--- config.mk ---
export PLATFORM = sky130hd
export DESIGN_NAME = icap_unit
export DESIGN_NICKNAME = d
export VERILOG_FILES = /design/src/rtl/icap_pkg.sv /design/src/rtl/icap_edge.sv /design/src/rtl/icap_prescale.sv /design/src/rtl/icap_ctrl.sv /design/src/rtl/icap_unit.sv
export SDC_FILE = /design/constraint.sdc
export NUM_CORES = 1
export LEC_CHECK = 0
export BUFFER_PORTS_ARGS = -buffer_cell sky130_fd_sc_hd__buf_2
export CORE_UTILIZATION = 38
export CTS_CLUSTER_DIAMETER = 120
export DETAILED_ROUTE_END_ITERATION = 10
export GPL_TIMING_DRIVEN = 0
export PLACE_DENSITY = 0.63
export SETUP_SLACK_MARGIN = 0.2
export SYNTH_ARGS = -nofsm -noshare
export SYNTH_HDL_FRONTEND = slang
export SYNTH_SLANG_ARGS = --single-unit
--- constraint.sdc ---
create_clock -name clk -period 3.55 [get_ports clk]
set_input_delay 0.5325 -clock clk [delete_from_list [all_inputs] [get_ports clk]]
set_output_delay 0.5325 -clock clk [all_outputs]
set_load 0.02 [all_outputs]
--- src/rtl/icap_pkg.sv ---
package icap_pkg;

    // Selected event source, decoded from the low mode bits
    typedef enum logic [1:0] {
        SEL_FALL  = 2'b00,
        SEL_RISE  = 2'b01,
        SEL_DIV4  = 2'b10,
        SEL_DIV16 = 2'b11
    } icap_sel_e;

    // Control machine: capture disabled or armed
    typedef enum logic {
        CTL_OFF   = 1'b0,
        CTL_ARMED = 1'b1
    } icap_ctl_e;

    // Edge tracker: last synchronized pin level
    typedef enum logic {
        LVL_LOW  = 1'b0,
        LVL_HIGH = 1'b1
    } icap_lvl_e;

    localparam int MODE_W = 4;

    // Capture codes form the group 01xx
    function automatic logic mode_is_capture(input logic [MODE_W-1:0] m);
        return (m[3:2] == 2'b01);
    endfunction

    function automatic icap_sel_e mode_to_sel(input logic [MODE_W-1:0] m);
        icap_sel_e s;
        unique case (m[1:0])
            2'b00:   s = SEL_FALL;
            2'b01:   s = SEL_RISE;
            2'b10:   s = SEL_DIV4;
            default: s = SEL_DIV16;
        endcase
        return s;
    endfunction

endpackage

--- src/rtl/icap_edge.sv ---
module icap_edge
    import icap_pkg::*;
#(
    parameter int SYNC_STAGES = 2
) (
    input  logic clk,
    input  logic rst_n,
    input  logic pin_in,
    output logic rise_q,
    output logic fall_q
);

    logic [SYNC_STAGES-1:0] sync_chain;
    logic                   pin_s;
    icap_lvl_e              lvl_q, lvl_d;

    // Synchronizer chain, one flop per stage
    always_ff @(posedge clk or negedge rst_n) begin
        if (!rst_n) sync_chain[0] <= 1'b0;
        else        sync_chain[0] <= pin_in;
    end

    for (genvar g = 1; g < SYNC_STAGES; g++) begin : g_sync
        always_ff @(posedge clk or negedge rst_n) begin
            if (!rst_n) sync_chain[g] <= 1'b0;
            else        sync_chain[g] <= sync_chain[g-1];
        end
    end

    assign pin_s = sync_chain[SYNC_STAGES-1];

    // Next-state logic of the level tracker
    always_comb begin
        lvl_d = lvl_q;
        unique case (lvl_q)
            LVL_LOW:  if (pin_s)  lvl_d = LVL_HIGH;
            LVL_HIGH: if (!pin_s) lvl_d = LVL_LOW;
            default:  lvl_d = LVL_LOW;
        endcase
    end

    // State register
    always_ff @(posedge clk or negedge rst_n) begin
        if (!rst_n) lvl_q <= LVL_LOW;
        else        lvl_q <= lvl_d;
    end

    // Registered edge pulses, one per transition
    always_ff @(posedge clk or negedge rst_n) begin
        if (!rst_n) begin
            rise_q <= 1'b0;
            fall_q <= 1'b0;
        end else begin
            rise_q <= (lvl_q == LVL_LOW)  && (lvl_d == LVL_HIGH);
            fall_q <= (lvl_q == LVL_HIGH) && (lvl_d == LVL_LOW);
        end
    end

endmodule

--- src/rtl/icap_prescale.sv ---
module icap_prescale
    import icap_pkg::*;
#(
    parameter int PS_W    = 4,
    parameter int DIV_MID = 4
) (
    input  logic            clk,
    input  logic            rst_n,
    input  logic            armed,
    input  icap_sel_e       sel,
    input  logic            rise_q,
    input  logic            fall_q,
    output logic            fire,
    output logic [PS_W-1:0] cnt
);

    localparam logic [PS_W-1:0] TERM_ONE = '0;
    localparam logic [PS_W-1:0] TERM_MID = PS_W'(DIV_MID - 1);
    localparam logic [PS_W-1:0] TERM_TOP = '1;

    logic            qual;
    logic [PS_W-1:0] term;
    logic            at_term;

    always_comb begin
        unique case (sel)
            SEL_FALL:  term = TERM_ONE;
            SEL_RISE:  term = TERM_ONE;
            SEL_DIV4:  term = TERM_MID;
            default:   term = TERM_TOP;
        endcase
    end

    // Qualifying edge for the selected polarity
    assign qual    = armed && ((sel == SEL_FALL) ? fall_q : rise_q);
    // A count left above a smaller new terminal fires at once
    assign at_term = (cnt >= term);
    assign fire    = qual && at_term;

    always_ff @(posedge clk or negedge rst_n) begin
        if (!rst_n)       cnt <= '0;
        else if (!armed)  cnt <= '0;
        else if (qual)    cnt <= at_term ? '0 : cnt + PS_W'(1);
    end

endmodule

--- src/rtl/icap_ctrl.sv ---
module icap_ctrl
    import icap_pkg::*;
#(
    parameter int TMR_W = 16
) (
    input  logic              clk,
    input  logic              rst_n,
    input  logic              cfg_we,
    input  logic [MODE_W-1:0] cfg_mode,
    input  logic              cfg_irq_en,
    input  logic              flag_clr,
    input  logic              fire,
    input  logic [TMR_W-1:0]  timer_val,
    output logic              armed,
    output icap_sel_e         sel,
    output logic [TMR_W-1:0]  cap_q,
    output logic              flag,
    output logic              irq
);

    icap_ctl_e state_q, state_d;
    logic      irq_en_q;

    // Next-state logic of the control machine
    always_comb begin
        state_d = state_q;
        unique case (state_q)
            CTL_OFF: begin
                if (cfg_we && mode_is_capture(cfg_mode)) state_d = CTL_ARMED;
            end
            CTL_ARMED: begin
                if (cfg_we && !mode_is_capture(cfg_mode)) state_d = CTL_OFF;
            end
            default: state_d = CTL_OFF;
        endcase
    end

    // State register
    always_ff @(posedge clk or negedge rst_n) begin
        if (!rst_n) state_q <= CTL_OFF;
        else        state_q <= state_d;
    end

    // Output registers: selection, enable, capture word, flag
    always_ff @(posedge clk or negedge rst_n) begin
        if (!rst_n) begin
            sel      <= SEL_FALL;
            irq_en_q <= 1'b0;
            cap_q    <= '0;
            flag     <= 1'b0;
        end else begin
            if (cfg_we) begin
                sel      <= mode_to_sel(cfg_mode);
                irq_en_q <= cfg_irq_en;
            end
            if (fire) cap_q <= timer_val;
            if (fire)          flag <= 1'b1;
            else if (flag_clr) flag <= 1'b0;
        end
    end

    assign armed = (state_q == CTL_ARMED);
    assign irq   = flag && irq_en_q;

endmodule

--- src/rtl/icap_unit.sv ---
module icap_unit
    import icap_pkg::*;
#(
    parameter int TMR_W       = 16,
    parameter int PS_W        = 4,
    parameter int SYNC_STAGES = 2,
    parameter int DIV_MID     = 4
) (
    input  logic               clk,
    input  logic               rst_n,
    input  logic               pin_in,
    input  logic [TMR_W-1:0]   timer_val,
    input  logic               cfg_we,
    input  logic [3:0]         cfg_mode,
    input  logic               cfg_irq_en,
    input  logic               flag_clr,
    output logic [TMR_W/2-1:0] cap_hi,
    output logic [TMR_W/2-1:0] cap_lo,
    output logic               cap_flag,
    output logic               irq
);

    localparam int HALF_W = TMR_W / 2;

    logic             rise_q, fall_q;
    logic             armed, cap_fire;
    icap_sel_e        sel;
    logic [PS_W-1:0]  ps_cnt;
    logic [TMR_W-1:0] cap_q;

    icap_edge #(.SYNC_STAGES(SYNC_STAGES)) u_edge (
        .clk    (clk),
        .rst_n  (rst_n),
        .pin_in (pin_in),
        .rise_q (rise_q),
        .fall_q (fall_q)
    );

    icap_prescale #(.PS_W(PS_W), .DIV_MID(DIV_MID)) u_ps (
        .clk    (clk),
        .rst_n  (rst_n),
        .armed  (armed),
        .sel    (sel),
        .rise_q (rise_q),
        .fall_q (fall_q),
        .fire   (cap_fire),
        .cnt    (ps_cnt)
    );

    icap_ctrl #(.TMR_W(TMR_W)) u_ctrl (
        .clk        (clk),
        .rst_n      (rst_n),
        .cfg_we     (cfg_we),
        .cfg_mode   (cfg_mode),
        .cfg_irq_en (cfg_irq_en),
        .flag_clr   (flag_clr),
        .fire       (cap_fire),
        .timer_val  (timer_val),
        .armed      (armed),
        .sel        (sel),
        .cap_q      (cap_q),
        .flag       (cap_flag),
        .irq        (irq)
    );

    assign cap_hi = cap_q[TMR_W-1:HALF_W];
    assign cap_lo = cap_q[HALF_W-1:0];

endmodule

==> metrics.sh, run 1 <==
SYNTH_SIMPLE_GATE_AREA_SHARE_PCT=9.57
SYNTH_CELL_TYPES=24
SYNTH_TOP_AREA_CELL='dfrtp_1'
CLOCK_POWER_SHARE_PCT=21.6
POST_CTS_BUFFERS=0
CLOCK_TREE.ROOT_CELL='clkbuf_4'
SYNTHFLOPTYPE='dfrtp_1'
SYNTH_MOST_COMMON_CELL='dfrtp_1'
SYNTH.NET_COUNT=125
DRV_CAP=0
DIE_SPAN_IN_Y_UM=60.7
PORT-BUFFER-COUNT=43
SYNTH_TOP_FAMILY_BY_AREA='multiplexers'
DIE_AREA_MM2=0.00368
WORSTPATHREQUIRED_NS=3.76
INSTANCES_NO_FILL=189
CORE-AREA_MM2=0.00315
CLOCK_SKEW_NS=0.00653
P_INT_mW=0.653
SYNTH_TOP_AREA_SHARE_PCT=57.4
CP_DATA_ARRIVAL_TIME_NS=2.56
NUMCTSBUFFERS=5
GLOBAL_PLACEMENT_ROUTABILITY_CONGESTION=0.743
POWER.SWITCHING_mW=0.308
TOTAL_LEAKAGE_POWER_nW=0.839
GRT_USAGE_PCT=14.7
WORST_HOLD_SLACK_NS=0.225
COMB_POWER_SHARE_PCT=30.7
YS_WARNS=0
SYN_INST=94
GRT.OVERFLOW.TOTAL=0
YOSYS.AREA_SHARE.XOR_XNOR_PCT=0
CTSRESIZECOUNT=0
CLKSINKCOUNT=30
MAIN_AREA_CONTRIBUTORS_AFTER_SYNTHESIS='dfrtp_1, mux2_4, mux2_2, ha_1, nand4_1'
CLOCK_PATH_BUFFERS=2
FINALHOLDVIOLCOUNT=0
AREAGROWTHSYNTHTOFINISH_PCT=25.3
SYNTH_EDF_COUNT=0
R2R-START='u_ctrl.sel[1]$_DFFE_PN0P_'
FILLCELLCOUNT=313
SYNTH_MUX_AREA_SHARE_PCT=18.1
WORSTMARGINPINSLEW_NS=0.658
TIMING.FINAL.CRIT_SHARE_PCT=66.1
SYN-MEAN-INSTANCE-AREA_UM2=13.9
SHARE_OF_THE_YOSYS_CHIP_AREA_BELONGING_TO_REGISTERS_PCT=57.4
REMAINING_DRC_ERRORS=0
DRT_FIRST_ITER_VIOLATIONS=13
PERIOD_NEEDED_NS=2.35
YS_SEQ_ELEMENTS=30
MAX_FREQ_MHz=426
DP_WORST_SETUP_SLACK_NS=1.18
RUN_STATUS='complete, no violations'
DRIVE_GT1_SHARE_PCT=50.3
FP_ROWS=20
ROUTED-VIA-COUNT=909
SLEW_HEADROOM_PCT=56.1
STARTPOINT_TYPE='flip-flop'
GRT_FIRST_PASS_WIRELENGTH_UM=3840
VDD_DROP_MAX_uV=369
SYNTH_COMPOUND_GATE_AREA_SHARE_PCT=6.70
ANTENNADIODECOUNT=0
UNREPAIRED_SETUP_ENDPOINTS_AFTER_GLOBAL_ROUTING='no'
SYNTH_COMMONEST_CELLS='dfrtp_1, mux2_2, mux2_4'
SYNTH_ASYNC_SR_FLOP_SHARE_PCT=100
MAXIMUM_NUMBER_OF_PINS_ON_ONE_NET_BEFORE_GLOBAL_ROUTE_REPAIR=31
POWER.SWITCHING_FRACTION_PCT=32.0
FP.DIEW_UM=60.7
ROUTE.DETAILED.VIAS_PER_INST=4.81
CTS_TREE='built'
CRITICAL_PATH.MAX_FANOUT=10
R2R_SLACK_NS=1.20
DETAIL-ROUTE-ANTENNA-NETS=0
AVGROUTEDWIREPERCELL_UM=11.6
TOP_LEVEL_PORTS=44
DETAILEDROUTE.FIRSTPASSITERATIONCOUNT=4
WORST_R2R_ENDPOINT='u_ctrl.cap_q[4]$_DFFE_PN0P_'
SEQUENTIALPOWERSHARE_PCT=47.7
ANTENNA_FOUND_INITIAL=0
FINAL-MAX-SLEW-VIOLATION-COUNT=0
SYNTH.CELL_AREA_MM2=0.00131
SETUP_TOTAL_NEGATIVE_SLACK_NS=0
PATH_CLASS='reg -> reg'
CLK_PIN_SLEW_NS=0.09
DP_CELLS=181
POST-LAYOUT-TOTAL-POWER_mW=0.961
LAYOUT.NETS=175
HTREE_LEVELS=2
WORSTSKEWPAIRLATENCY_NS=0.32
GRT_PASS1_VIAS=899
P_PER_AREA_mW_PER_MM2=587
REG2REG_DEPTH=6
ADDER_CELL_SHARE_OF_THE_SYNTHESIZED_AREA_PCT=4.78
CRIT_PATH_END_KIND='flip-flop'
WIRELENGTH_UM=2200
CTSHOLDBUFFERS=0
FLOORPLAN.INITIALDENSITY_PCT=41.5
PLACE_HPWL_UM=1630
HP-CLASS='in -> async'
REPORT.FINAL.SETUP_VIOL=0
FINAL_CRITICAL_PATH_SETUP_SLACK_NS=1.20
[metal layers]
| metal | GRT usage, % | routed length (um) | vias to the layer above |
|---|---|---|---|
| li1 | - | - | 431 |
| met1 | 17.4 | 950 | 440 |
| met2 | 24.0 | 1050 | 31 |
| met3 | 5.76 | 159 | 7 |
| met4 | 5.84 | 38 | 0 |
| met5 | 0 | 0 | - |
[metrics by stage]
step                      instance area, um2  util, %
after floorplan                         1310        -
after global placement                  1580     50.0
after detailed placement                1580     50.0
after CTS                               1640     51.9
after global routing                    1640     51.9
final                                   1640     51.9
[worst max path at each step]
stage / start / endpoint / slack (ns) / cells after the start
after floorplan: u_ctrl.sel[1]$_DFFE_PN0P_ / u_ctrl.cap_q[0]$_DFFE_PN0P_ / 1.43 / 7
after global placement: u_ctrl.sel[1]$_DFFE_PN0P_ / u_ctrl.cap_q[3]$_DFFE_PN0P_ / 1.22 / 6
after detailed placement: u_ctrl.sel[1]$_DFFE_PN0P_ / u_ctrl.cap_q[4]$_DFFE_PN0P_ / 1.18 / 6
after CTS: u_ctrl.sel[1]$_DFFE_PN0P_ / u_ctrl.cap_q[14]$_DFFE_PN0P_ / 1.17 / 7
after global routing: u_ctrl.sel[1]$_DFFE_PN0P_ / u_ctrl.cap_q[14]$_DFFE_PN0P_ / 1.02 / 7
final: u_ctrl.sel[1]$_DFFE_PN0P_ / u_ctrl.cap_q[4]$_DFFE_PN0P_ / 1.20 / 6
[worst max-delay path, stage by stage (launching register included)]
cell	delay, ns
dfrtp_1	0.42
nand2_1	0.10
ha_1	0.30
o2111ai_1	0.33
a211oi_4	0.56
buf_8	0.22
mux2_4	0.30
[power groups by stage]
stage	Combinational, mW	Clock, mW	Sequential (mW)
finish	0.295	0.207	0.459
global route	0.316	0.235	0.471
CTS	0.300	0.216	0.460
detailed placement	0.302	0	0.462
global placement	0.297	0	0.461
floorplan	0.108	0	0.548
[cell families (layout without fill, tap and decap cells)]
kind of cell	count (synthesis)	count (layout)
fa+ha+maj	5	5
mux	18	18
compound gates	12	12
buf+inv	7	58
simple gates	22	22
flops	30	30
[registers in the layout (all words and copies together), names as in the netlist, named ones only]
name,count
u_edge.pin_s,1
u_edge.sync_chain,1
u_ctrl.sel,2
u_ps.cnt,4
u_edge.fall_q,1
u_edge.rise_q,1
u_edge.lvl_q,1
u_ctrl.irq_en_q,1
u_ctrl.cap_q,16
u_ctrl.flag,1
[cell type report]
cell class	instances	area [um2]	share of cell area, %
well taps	44	55.1	3.36
plain buffers	2	26.3	1.60
multi-input cells	57	512	31.2
inverters	5	18.8	1.15
clock buffers	7	55.1	3.36
flip-flops and latches	30	751	45.8
repair buffers	43	215	13.1
clock inverters	1	5.00	0.306
[cells in the final DEF, fill, tap and decap left out, types with 3 or more instances in the layout]
cell type,netlist,final
dfrtp_1,30,30
o21ai_0,3,3
a21oi_1,3,3
buf_2,0,43
ha_1,5,5
nand4_1,5,5
nor2b_1,3,3
mux2_2,9,9
inv_1,5,5
nand2_1,7,7
mux2_4,9,9
clkbuf_4,0,5
Note: power is estimated with default switching activity, not from simulation.
==> run 2: changes to the inputs <==
==> constraint.sdc (replaced) <==
create_clock -name clk -period 2.19 [get_ports clk]
set_input_delay 0.3285 -clock clk [delete_from_list [all_inputs] [get_ports clk]]
set_output_delay 0.3285 -clock clk [all_outputs]
set_load 0.02 [all_outputs]
==> metrics.sh, run 2 (same netlist as run 1, synthesis figures left out) <==
RUN_STATUS='complete, no violations'
DRIVE_GT1_SHARE_PCT=57.1  # +6.8 points
TOTAL_LEAKAGE_POWER_nW=0.916  # +9.2%
DETAIL-ROUTE-ANTENNA-NETS=0  # unchanged
CTSHOLDBUFFERS=0  # unchanged
WORSTSETUPSTARTPOINT='u_ctrl.sel[1]$_DFFE_PN0P_'
GRT_USAGE_PCT=16.0  # +1.4 points
MAX_FLOP_REGISTER='u_ctrl.cap_q'
COMB_POWER_SHARE_PCT=33.5  # +2.8 points
LAYOUT.CELLS.MOST_COMMON='buf_2'
FILLCELLCOUNT=277  # -12%
FINAL-MAX-SLEW-VIOLATION-COUNT=0  # unchanged
CLOCK_SKEW_NS=0.00400  # -0.00253 ns
MOST-COMMON-LAYOUT-CELLS='buf_2, dfrtp_1, mux2_4'
DRV_CAP=0  # unchanged
WIRELENGTH_UM=2410  # +9.7%
ROUTE.DETAILED.VIAS_PER_INST=4.76  # -0.98%
FINALCOREUTILIZATION_PCT=58.2  # +6.3 points
POWER.SWITCHING_mW=0.521  # +69%
DP_CELLS=181  # unchanged
DIE_SPAN_IN_Y_UM=60.7  # unchanged
CTS_TREE='built'
HTREE_LEVELS=2  # unchanged
PERIOD_NEEDED_NS=2.05  # -0.301 ns
CRITICAL_PATH.MAX_FANOUT=5  # -5
FINALHOLDVIOLCOUNT=0  # unchanged
SETUP_TOTAL_NEGATIVE_SLACK_NS=0  # unchanged
AVGROUTEDWIREPERCELL_UM=12.2  # +4.7%
GRT_FIRST_PASS_WIRELENGTH_UM=4010  # +4.3%
ANTENNADIODECOUNT=0  # unchanged
PLACED_AREA_MM2=0.00163  # +3.1%
GRT_PASS1_VIAS=898  # -0.11%
VDD_DROP_MAX_uV=532  # +44%
CLK_PIN_SLEW_NS=0.09  # about the same
R2R-START='u_ctrl.sel[1]$_DFFE_PN0P_'
LAYOUT.NETS=184  # +5.1%
WORST_HOLD_SLACK_NS=0.00830  # -0.217 ns
DETAILEDROUTE.FIRSTPASSITERATIONCOUNT=4  # unchanged
FLOORPLAN.INITIALDENSITY_PCT=41.5  # unchanged
REMAINING_DRC_ERRORS=0  # unchanged
FP_ROWS=20  # unchanged
WORSTMARGINPINSLEW_NS=0.621  # -0.0369 ns
REPORT.FINAL.SETUP_VIOL=0  # unchanged
LARGEST_REGISTERS='u_ctrl.cap_q: 16 flops, u_ps.cnt: 4 flops, u_ctrl.sel: 2 flops'
CP_DATA_ARRIVAL_TIME_NS=2.27  # -0.29 ns
GLOBAL_PLACEMENT_ROUTABILITY_CONGESTION=0.693  # -6.8%
MAXIMUM_NUMBER_OF_PINS_ON_ONE_NET_BEFORE_GLOBAL_ROUTE_REPAIR=31  # unchanged
ANTENNA_FOUND_INITIAL=0  # unchanged
AREAGROWTHSYNTHTOFINISH_PCT=40.4
STARTPOINT_TYPE='flip-flop'
PORT-BUFFER-COUNT=43  # unchanged
FP.DIEW_UM=60.7  # unchanged
CLOCK_PATH_BUFFERS=2  # unchanged
SEQUENTIALPOWERSHARE_PCT=45.7  # -2.0 points
PLACE_HPWL_UM=1700  # +4.3%
POWER.SWITCHING_FRACTION_PCT=32.0  # about the same
P_INT_mW=1.11  # +69%
P_PER_AREA_mW_PER_MM2=886  # +51%
SLEW_HEADROOM_PCT=58.6  # +2.5 points
GRT.OVERFLOW.TOTAL=0  # unchanged
WORSTSKEWPAIRLATENCY_NS=0.33  # about the same
INSTANCES_NO_FILL=198  # +4.8%
PATH_CLASS='reg -> reg'
MAX_FREQ_MHz=489  # +15%
TIMING.FINAL.CRIT_SHARE_PCT=93.4  # +27 points
LARGEST_REGISTER_FF_COUNT=16  # unchanged
CLOCK_POWER_SHARE_PCT=20.8  # -0.8 points
DIE_AREA_MM2=0.00368  # unchanged
WORSTPATHREQUIRED_NS=2.41  # -1.35 ns
HP-CLASS='in -> async'
CORE-AREA_MM2=0.00315  # unchanged
TOP_LEVEL_PORTS=44  # unchanged
UNREPAIRED_SETUP_ENDPOINTS_AFTER_GLOBAL_ROUTING='yes'
CLKSINKCOUNT=30  # unchanged
CRIT_PATH_END_KIND='flip-flop'
CLOCK_TREE.ROOT_CELL='clkbuf_4'
NUMCTSBUFFERS=5  # unchanged
ROUTED-VIA-COUNT=943  # +3.7%
POSTLAYOUTCELLAREA_MM2=0.00184  # +12%
DRT_FIRST_ITER_VIOLATIONS=14  # +1
-- run 2: repair_timing --
item,in CTS,in global routing
setup endpoints to repair,16,16
buffers inserted,8,0
gates cloned,1,0
resized for setup,13,1
pin swaps,6,3
-- run 2: worst max-delay path, cell delays in order (launching register included) --
cell and delay (ns):
dfrtp_1 0.44, or3b_1 0.38, and2_4 0.15, buf_6 0.12, a211oi_4 0.28, buf_4 0.17, buf_6 0.10, mux2_4 0.29
-- run 2: per-layer routing --
metal	global-route usage, %	share of wire (%)	vias to the layer above	routed length [um]
met2	22.8	45	31	1090
met4	7.79	1.8	0	43
met3	7.04	6.1	6	147
met5	0	0	-	0
met1	21.0	47	453	1130
li1	-	-	453	-
-- run 2: worst paths after layout --
| kind | endpoint | slack (ns) | cells past startpoint |
|---|---|---|---|
| max | u_ctrl.cap_q[9]$_DFFE_PN0P_ | 0.14 | 7 |
| min | u_ctrl.cap_q[9]$_DFFE_PN0P_ | 0.008 | 1 |
| max reg2reg | u_ctrl.cap_q[9]$_DFFE_PN0P_ | 0.14 | 7 |
| min reg2reg | u_edge.pin_s$_DFF_PN0_ | 0.36 | 0 |
| max in group asynchronous | u_ctrl.sel[1]$_DFFE_PN0P_ | 1.78 | 1 |
| min in group clk | u_edge.sync_chain[0]$_DFF_PN0_ | 0.10 | 1 |
-- run 2: power by group through the flow --
stage | registers (mW) | clock network, mW | logic, mW
6_report | 0.743 | 0.339 | 0.544
4_1_cts | 0.745 | 0.354 | 0.549
5_1_grt | 0.764 | 0.380 | 0.579
2_1_floorplan | 0.889 | 0 | 0.190
3_3_place_gp | 0.749 | 0 | 0.497
3_5_place_dp | 0.747 | 0 | 0.509
-- run 2: cell type report --
type	count	area (um2)	share of cell area [%]
timing repair buffer	52	318	17.3
sequential	30	751	40.9
buffer	2	26.3	1.43
clock inverter	1	5.00	0.273
inverter	5	18.8	1.02
clock buffer	7	55.1	3.00
tap	44	55.1	3.00
multi-input combinational	57	607	33.1
-- run 2: metrics by stage --
step / total power [mW] / setup WS (ns)
2_1_floorplan: 1.08 / 0.157
3_3_place_gp: 1.25 / 0.00873
3_5_place_dp: 1.26 / -0.0420
4_1_cts: 1.65 / 0.147
5_1_grt: 1.72 / 0.0669
6_report: 1.63 / 0.144
==> run 3: changes to the inputs <==
--- a/config.mk
+++ b/config.mk
@@ -6,6 +6,7 @@
 export NUM_CORES = 1
 export LEC_CHECK = 0
 export BUFFER_PORTS_ARGS = -buffer_cell sky130_fd_sc_hd__buf_2
+export CORE_MARGIN = 8
 export CORE_UTILIZATION = 38
 export CTS_CLUSTER_DIAMETER = 120
 export DETAILED_ROUTE_END_ITERATION = 10
==> metrics.sh, run 3 (same netlist as run 1, synthesis figures left out) <==
REMAINING_DRC_ERRORS=0  # unchanged
WIRELENGTH_UM=2850  # +18%
DETAILEDROUTE.FIRSTPASSITERATIONCOUNT=4  # unchanged
MAX_FLOP_REGISTER='u_ctrl.cap_q'
CRIT_PATH_TOP_DELAY_CELL='dfrtp_1'
GRT_PASS1_VIAS=1084  # +21%
CLOCK_SKEW_NS=0.0122  # +0.00817 ns
DIE_SPAN_IN_Y_UM=74.7  # +23%
STARTPOINT_TYPE='flip-flop'
DRV_CAP=0  # unchanged
CTSHOLDBUFFERS=0  # unchanged
WORSTMARGINPINSLEW_NS=0.639  # +0.0175 ns
HP-CLASS='in -> async'
CLKSINKCOUNT=30  # unchanged
CORE-AREA_MM2=0.00331  # +5.0%
PATH_CLASS='reg -> reg'
GRT.OVERFLOW.TOTAL=0  # unchanged
FINALHOLDVIOLCOUNT=0  # unchanged
WORST_PATH_CELL_CHAIN='or3b_1 -> and2_4 -> buf_6 -> a211oi_4 -> buf_4 -> buf_8 -> mux2_4'
CLOCK_TREE.ROOT_CELL='clkbuf_4'
LARGEST_REGISTER_FF_COUNT=16  # unchanged
CP_DATA_ARRIVAL_TIME_NS=2.26  # about the same
TOTAL_LEAKAGE_POWER_nW=0.922  # +0.72%
DETAIL-ROUTE-ANTENNA-NETS=0  # unchanged
FINAL-MAX-SLEW-VIOLATION-COUNT=0  # unchanged
MOST-COMMON-LAYOUT-CELLS='buf_2, dfrtp_1, mux2_4'
SLEW_HEADROOM_PCT=57.4  # -1.2 points
MAXIMUM_NUMBER_OF_PINS_ON_ONE_NET_BEFORE_GLOBAL_ROUTE_REPAIR=31  # unchanged
WORST_HOLD_SLACK_NS=0.00336  # -0.00494 ns
R2R_SLACK_NS=0.14  # about the same
CTS_TREE='built'
HTREE_LEVELS=2  # unchanged
GRT_FIRST_PASS_WIRELENGTH_UM=4770  # +19%
ANTENNA_FOUND_INITIAL=0  # unchanged
LARGEST_REGISTERS='u_ctrl.cap_q: 16 flops, u_ps.cnt: 4 flops, u_ctrl.sel: 2 flops'
DRIVE_GT1_SHARE_PCT=57.8  # +0.65 points
REPORT.FINAL.SETUP_VIOL=0  # unchanged
CRITICAL_PATH_BUF_INV_COUNT=3  # unchanged
PORT-BUFFER-COUNT=43  # unchanged
FP.DIEW_UM=74.7  # +23%
CLOCK_PATH_BUFFERS=2  # unchanged
AVGROUTEDWIREPERCELL_UM=14.2  # +17%
LAYOUT.CELLS.MOST_COMMON='buf_2'
SLOWEST_DELAY_NS=0.44  # about the same
UNREPAIRED_SETUP_ENDPOINTS_AFTER_GLOBAL_ROUTING='yes'
WORSTPATHREQUIRED_NS=2.40  # about the same
VDD_DROP_MAX_uV=561  # +5.4%
DIE_AREA_MM2=0.00557  # +51%
POST-LAYOUT-TOTAL-POWER_mW=1.74  # +6.8%
GLOBAL_PLACEMENT_ROUTABILITY_CONGESTION=0.774  # +12%
TOP_LEVEL_PORTS=44  # unchanged
PATH_DELAY_FAMILY='simple AND/OR/NAND/NOR gates'
MAX_FREQ_MHz=488  # -0.24%
ROUTED-VIA-COUNT=976  # +3.5%
PERIOD_NEEDED_NS=2.05  # +0.00501 ns
P_PER_AREA_mW_PER_MM2=938  # +5.8%
TIMING.FINAL.CRIT_SHARE_PCT=93.7  # +0.23 points
RUN_STATUS='complete, no violations'
DRT_FIRST_ITER_VIOLATIONS=43  # +29
CLK_PIN_SLEW_NS=0.10  # about the same
GRT_USAGE_PCT=11.3  # -4.8 points
AREAGROWTHSYNTHTOFINISH_PCT=41.6
LAYOUT.NETS=184  # unchanged
NUMCTSBUFFERS=5  # unchanged
PLACE_HPWL_UM=2000  # +18%
CRITICAL_PATH.MAX_FANOUT=7  # +2
CRIT_PATH_END_KIND='flip-flop'
ROUTE.DETAILED.VIAS_PER_INST=4.88  # +2.5%
FP_ROWS=21  # +5.0%
WORSTSKEWPAIRLATENCY_NS=0.33  # about the same
ANTENNADIODECOUNT=0  # unchanged
FLOORPLAN.INITIALDENSITY_PCT=39.5  # -2.0 points
-- run 3: layout make-up --
class,instances,area [um2]
clock buffers,5,37.5
flip-flops and latches,30,751
well taps,46,57.6
repair buffers,52,314
inverters,5,18.8
fillers,292,1460
plain buffers,2,26.3
clock inverters,3,40.0
multi-input cells,57,607
-- run 3: metrics by stage --
step	instances	utilization [%]	setup slack [ns]	TNS (ns)	instance area, um2
after detailed placement	183	49.2	-0.0118	-0.0612	1630
after global routing	200	55.9	0.0963	0	1850
after floorplan	94	-	0.157	0	1360
after CTS	197	54.9	0.166	0	1820
after global placement	183	49.2	-0.00702	-0.0397	1630
final	200	55.9	0.139	0	1850
-- run 3: worst paths after layout --
path,endpoint,cells after the start,start
min in group clk,u_edge.sync_chain[0]$_DFF_PN0_,1,pin_in
max,u_ctrl.cap_q[7]$_DFFE_PN0P_,7,u_ctrl.sel[1]$_DFFE_PN0P_
max reg2reg,u_ctrl.cap_q[7]$_DFFE_PN0P_,7,u_ctrl.sel[1]$_DFFE_PN0P_
max in group asynchronous,u_ps.cnt[3]$_DFFE_PN0P_,1,rst_n
min reg2reg,u_edge.pin_s$_DFF_PN0_,0,u_edge.sync_chain[0]$_DFF_PN0_
min,u_ctrl.cap_q[4]$_DFFE_PN0P_,1,rst_n
-- run 3: report_power, final --
part	switching [mW]	leakage, nW	internal (mW)
sequential	0.0687	0.382	0.677
combinational	0.280	0.495	0.279
clock	0.196	0.0450	0.236
-- run 3: per-layer routing --
layer / part of all wire, % / global-route usage [%]
met1: 45 / 13.3
met2: 48 / 17.4
met3: 5.9 / 3.86
met4: 1.2 / 6.52
met5: 0 / 0
-- run 3: what timing repair did --
action | CTS | global route
gates resized for setup | 12 | 1
setup buffers | 5 | 3
pin swaps | 6 | 3
cloned | 1 | 0
setup endpoints to repair | 16 | 16
